File: src/rtl/sdclk_pkg.sv
package sdclk_pkg;

  // Strobes from the control half to the counting half.
  typedef struct packed {
    logic clear;      // park the divider: counter zero, clock low
    logic bypass;     // master clock pass-through requested
    logic allowRise;  // no stop condition: a low-to-high step may happen
  } divCtlT;

  typedef enum logic [1:0] {
    BUS_1 = 2'd0,
    BUS_4 = 2'd1,
    BUS_8 = 2'd2
  } busWidthT;

endpackage

File: src/rtl/sdclk_ctrl.sv
module sdclk_ctrl
  import sdclk_pkg::*;
#(
  parameter int DIV_W     = 8,
  parameter bit FLOW_HIGH = 1'b0,
  localparam int CTRL_W   = DIV_W + 7
) (
  input  logic              clk,
  input  logic              rstN,
  input  logic [CTRL_W-1:0] ctrlReg,
  input  logic              fifoStall,
  input  logic              busActive,
  output divCtlT            divCtl,
  output logic [DIV_W-1:0]  divVal,
  output busWidthT          busWidth
);

  localparam int EN_BIT  = DIV_W;
  localparam int PS_BIT  = DIV_W + 1;
  localparam int BYP_BIT = DIV_W + 2;
  localparam int W4_BIT  = DIV_W + 3;
  localparam int W8_BIT  = DIV_W + 4;

  logic enBit, psBit, bypBit, wide4, wide8, flowBit;
  logic stallStop, idleStop;

  assign enBit  = ctrlReg[EN_BIT];
  assign psBit  = ctrlReg[PS_BIT];
  assign bypBit = ctrlReg[BYP_BIT];
  assign wide4  = ctrlReg[W4_BIT];
  assign wide8  = ctrlReg[W8_BIT];
  assign divVal = ctrlReg[DIV_W-1:0];

  // Flow-control enable sits on one of two positions.
  generate
    if (FLOW_HIGH) begin : g_flowHigh
      assign flowBit = ctrlReg[DIV_W + 6];
    end else begin : g_flowLow
      assign flowBit = ctrlReg[DIV_W + 5];
    end
  endgenerate

  assign stallStop = flowBit && fifoStall;
  assign idleStop  = psBit && !busActive;

  always_comb begin
    divCtl.clear     = !enBit || bypBit;
    divCtl.bypass    = enBit && bypBit;
    divCtl.allowRise = !stallStop && !idleStop;
  end

  always_comb begin
    if (wide8)      busWidth = BUS_8;
    else if (wide4) busWidth = BUS_4;
    else            busWidth = BUS_1;
  end

  AST_WIDTH_LEGAL: assert property (@(posedge clk) disable iff (!rstN)
    busWidth != 2'b11) else $error("illegal width code");

endmodule

File: src/rtl/sdclk_datapath.sv
module sdclk_datapath
  import sdclk_pkg::*;
#(
  parameter int DIV_W = 8
) (
  input  logic             clk,
  input  logic             rstN,
  input  divCtlT           divCtl,
  input  logic [DIV_W-1:0] divVal,
  output logic             cardClk,
  output logic             cardClkEn
);

  logic [DIV_W-1:0] cnt;
  logic [DIV_W-1:0] divAct;
  logic             divClk;
  logic             riseQual;
  logic             bypGate;
  logic             phaseEnd;

  assign phaseEnd = (cnt == divAct);

  // Divided clock: a phase lasts divAct+1 master cycles. The divisor is
  // reloaded only where the clock falls or while parked.
  always_ff @(posedge clk or negedge rstN) begin
    if (!rstN) begin
      cnt      <= '0;
      divAct   <= '0;
      divClk   <= 1'b0;
      riseQual <= 1'b0;
    end else if (divCtl.clear) begin
      cnt      <= '0;
      divAct   <= divVal;
      divClk   <= 1'b0;
      riseQual <= 1'b0;
    end else if (phaseEnd) begin
      if (divClk) begin
        divClk   <= 1'b0;
        cnt      <= '0;
        divAct   <= divVal;
        riseQual <= 1'b0;
      end else if (divCtl.allowRise) begin
        divClk   <= 1'b1;
        cnt      <= '0;
        riseQual <= 1'b1;
      end else begin
        riseQual <= 1'b0;  // stopped: stay low at the end of the low phase
      end
    end else begin
      cnt      <= cnt + 1'b1;
      riseQual <= 1'b0;
    end
  end

  // Pass-through gate changes only while the master clock is low.
  always_ff @(negedge clk or negedge rstN) begin
    if (!rstN) bypGate <= 1'b0;
    else       bypGate <= divCtl.bypass && divCtl.allowRise;
  end

  assign cardClk   = (clk && bypGate) || divClk;
  assign cardClkEn = riseQual || bypGate;

  AST_CNT_BOUND: assert property (@(posedge clk) disable iff (!rstN)
    cnt <= divAct) else $error("counter past divisor");
  AST_PARK_LOW: assert property (@(posedge clk) disable iff (!rstN)
    divCtl.clear |=> (!divClk && !riseQual)) else $error("not parked");
  AST_RISE_ALLOWED: assert property (@(posedge clk) disable iff (!rstN)
    $rose(divClk) |-> $past(divCtl.allowRise)) else $error("rise while stopped");
  AST_DIV_HOLD: assert property (@(posedge clk) disable iff (!rstN)
    (divClk && $past(divClk)) |-> $stable(divAct)) else $error("divisor moved high");
  AST_QUAL_EDGE: assert property (@(posedge clk) disable iff (!rstN)
    riseQual |-> (divClk && !$past(divClk))) else $error("qualifier off edge");

endmodule

File: src/rtl/sdclk_divider.sv
module sdclk_divider
  import sdclk_pkg::*;
#(
  parameter int DIV_W     = 8,
  parameter bit FLOW_HIGH = 1'b0,
  localparam int CTRL_W   = DIV_W + 7
) (
  input  logic              clk,
  input  logic              rstN,
  input  logic [CTRL_W-1:0] ctrlReg,
  input  logic              fifoStall,
  input  logic              busActive,
  output logic              cardClk,
  output logic              cardClkEn,
  output logic [1:0]        busWidth
);

  divCtlT           divCtl;
  logic [DIV_W-1:0] divVal;
  busWidthT         widthCode;

  sdclk_ctrl #(.DIV_W(DIV_W), .FLOW_HIGH(FLOW_HIGH)) i_ctrl (
    .clk       (clk),
    .rstN      (rstN),
    .ctrlReg   (ctrlReg),
    .fifoStall (fifoStall),
    .busActive (busActive),
    .divCtl    (divCtl),
    .divVal    (divVal),
    .busWidth  (widthCode)
  );

  sdclk_datapath #(.DIV_W(DIV_W)) i_datapath (
    .clk       (clk),
    .rstN      (rstN),
    .divCtl    (divCtl),
    .divVal    (divVal),
    .cardClk   (cardClk),
    .cardClkEn (cardClkEn)
  );

  assign busWidth = widthCode;

endmodule

File: config.mk
export PLATFORM = sky130hd
export DESIGN_NAME = sdclk_divider
export DESIGN_NICKNAME = d
export VERILOG_FILES = /design/src/rtl/sdclk_pkg.sv /design/src/rtl/sdclk_ctrl.sv /design/src/rtl/sdclk_datapath.sv /design/src/rtl/sdclk_divider.sv
export SDC_FILE = /design/constraint.sdc
export NUM_CORES = 1
export LEC_CHECK = 0
export BUFFER_PORTS_ARGS = -buffer_cell sky130_fd_sc_hd__buf_2
export CAP_MARGIN = 20
export CORE_MARGIN = 5
export CORE_UTILIZATION = 25
export DETAILED_ROUTE_END_ITERATION = 8
export PLACE_DENSITY = 0.5
export SLEW_MARGIN = 15
export SYNTH_ARGS = -nofsm -noshare
export SYNTH_HDL_FRONTEND = slang
export SYNTH_SLANG_ARGS = --single-unit
File: constraint.sdc
create_clock -name clk -period 2 [get_ports clk]
set_input_delay 0.4 -clock clk [delete_from_list [all_inputs] [get_ports clk]]
set_output_delay 0.4 -clock clk [all_outputs]
set_load 0.02 [all_outputs]
==> impl_metrics.tcl <==
set metrics [dict create \
    start_kind "register" \
    layout-drive-gt1-share_pct 33.8 \
    grt_pass1_wl_mm 4.37 \
    leakagePower_nw 0.641 \
    setup_viol 2 \
    core_um2 4290 \
    cp_max_fo 2 \
    cts.clk_slew.worst_paths_ps 70 \
    yosysWarnings 0 \
    synth_top_area_share_pct 41.5 \
    peakVddDrop_v 0.000380 \
    routedWlPerCell_um 13.6 \
    place_congestion 0.830 \
    required_ps 1600 \
    powerDensity_nw_per_um2 696 \
    drv_cap 0 \
    cts_tree "done" \
    hold_viol 0 \
    vias 924 \
    layout_common_cells "buf_2, dfrtp_1, buf_4" \
    crit_chain "or2_4 > buf_6" \
    first_pass_iters 4 \
    post-place-cells 178 \
    worstMarginPinSlew_ps 535 \
    total_power_mw 0.975 \
    drt_iter0_drc 21 \
    final_nets 154 \
    yosys.cell_types.count 32 \
    viasPerCell 4.99 \
    final_cells 185 \
    cp_data_arrival_time_ps 2090 \
    track_usage_pct 10.0 \
    die_area_um2 5760 \
    setup_ws_ps -488 \
    grt_start_max_net_pins 19 \
    yosys-top-cells-area "dfrtp_1, xor2_1, a22o_1" \
    synth.yosys.seq_area_share_pct 43.8 \
    clock_latency_ps 370 \
    cts_setup_buffers 0 \
    syn2layout_area_growth_pct 29.0 \
    async_flop_share_pct 100 \
    max_stage_delay_ps 340 \
    die_h_um 75.9 \
    syn_area_um2 1090 \
    yosys_most_used_dff "dfrtp_1" \
    critical_path.endpoint_type "output port" \
    skew_ps 0.915 \
    hold_ws_ps 14.8 \
    grt_setup_unrepaired "true" \
    drc 0 \
    pin_count 23 \
    final_common_cell "buf_2" \
    dp_hpwl_mm 1.81 \
    syn_inst 101 \
    syn_avg_cell_area_um2 10.8 \
    worst-path-buf-inv 1 \
    violations "negative setup slack" \
    ys_seq_elements 19 \
    worst_path_max_delay_cell "dfrtn_1" \
    dp_slack_ps -120 \
    antenna_found_initial 0 \
    row_count 24 \
    critPathKind "reg -> out" \
    port_buffers 21 \
    yosys.area.top_type "dfrtp_1" \
    status "complete, but fails checks" \
    synth_edf_count 0 \
    ant_nets 0 \
    die_w_um 75.9 \
    utilization_pct 32.6 \
    antennaDiodeCount 0 \
    relSlewSlack_pct 64.4 \
    start_util_pct 25.3 \
    syn_nets 121 \
    overflow 0 \
    grt_pass1_vias 1009 \
    min_path_type "in -> async" \
    routed_wl_mm 2.51 \
    critical-path-top-delay-family "flip-flops" \
    r2r_slack_ps 290 \
    maxSlewViolCount 0 \
]
metal layers:
metal  track usage [%]  vias to the layer above  part of all wire (%)
met5                 0                        -                     0
met4              8.01                        0                   2.8
met3              6.04                        6                   6.6
met2              15.2                       30                    52
met1              9.68                      449                    39
li1                  -                      439                     -
cells by family (layout without fill, tap and decap cells):
group           after synthesis  in the layout  synth area share, %
compound gates               24             24                 16.1
xor+xnor                      8              8                 6.45
fa+ha+maj                     1              1                 1.15
buf+inv                       5             37                 2.30
flops                        19             19                 43.8
mux                           8              8                 8.29
simple gates                 36             36                 21.9
sequential cells by signal, indices dropped and copies added, names as in the netlist:
signal	flops
i_datapath.cnt	8
i_datapath.divAct	8
i_datapath.bypGate	1
i_datapath.divClk	1
i_datapath.riseQual	1
where the power goes:
part | internal [mW] | switching (mW)
sequential | 0.401 | 0.0126
clock | 0.275 | 0.168
combinational | 0.0562 | 0.0631
through the flow:
| step | setup TNS [ps] | cell area (µm²) |
|---|---|---|
| after global placement | -252 | 1300 |
| after detailed placement | -264 | 1300 |
| after floorplan | 0 | 1090 |
| after CTS | -948 | 1400 |
| after global routing | -1030 | 1400 |
| final | -935 | 1400 |
synthesized netlist by cell type, drive strengths merged (2+ instances only):
| cell type | number |
|---|---|
| a21boi | 2 |
| a21oi | 5 |
| a22o | 6 |
| buf | 4 |
| dfrtp | 18 |
| mux2 | 8 |
| nand2 | 6 |
| nand2b | 4 |
| nand3 | 6 |
| nand4 | 5 |
| nor2b | 2 |
| nor4 | 2 |
| o21a | 2 |
| o21ai | 6 |
| or3 | 5 |
| xor2 | 8 |
layout make-up:
type,count,area (µm²)
Fill cell,446,2890
Multi-Input combinational cell,77,588
Sequential cell,19,475
Timing Repair Buffer,29,174
Clock buffer,7,93.8
Tap cell,52,65.1
Clock inverter,1,5.00
path summary, 6_finish.rpt:
check                                      from                    to  cells past startpoint
max reg2reg                   i_datapath.cnt[5]     i_datapath.cnt[3]                      5
min reg2reg                i_datapath.divAct[2]  i_datapath.divAct[2]                      1
min in group clk                     ctrlReg[2]  i_datapath.divAct[2]                      2
min                                        rstN     i_datapath.cnt[2]                      2
max                          i_datapath.bypGate             cardClkEn                      2
max in group asynchronous                  rstN    i_datapath.bypGate                      1
timing repair:
item / 4_1_cts / 5_1_grt
resized for setup: 4 / 0
pin swaps: 1 / 1
endpoints found under the setup margin: 2 / 2
cloned: 0 / 0
hold buffers: 0 / 0
hold endpoints to repair: 0 / 0
(Power assumes the default switching activity.)
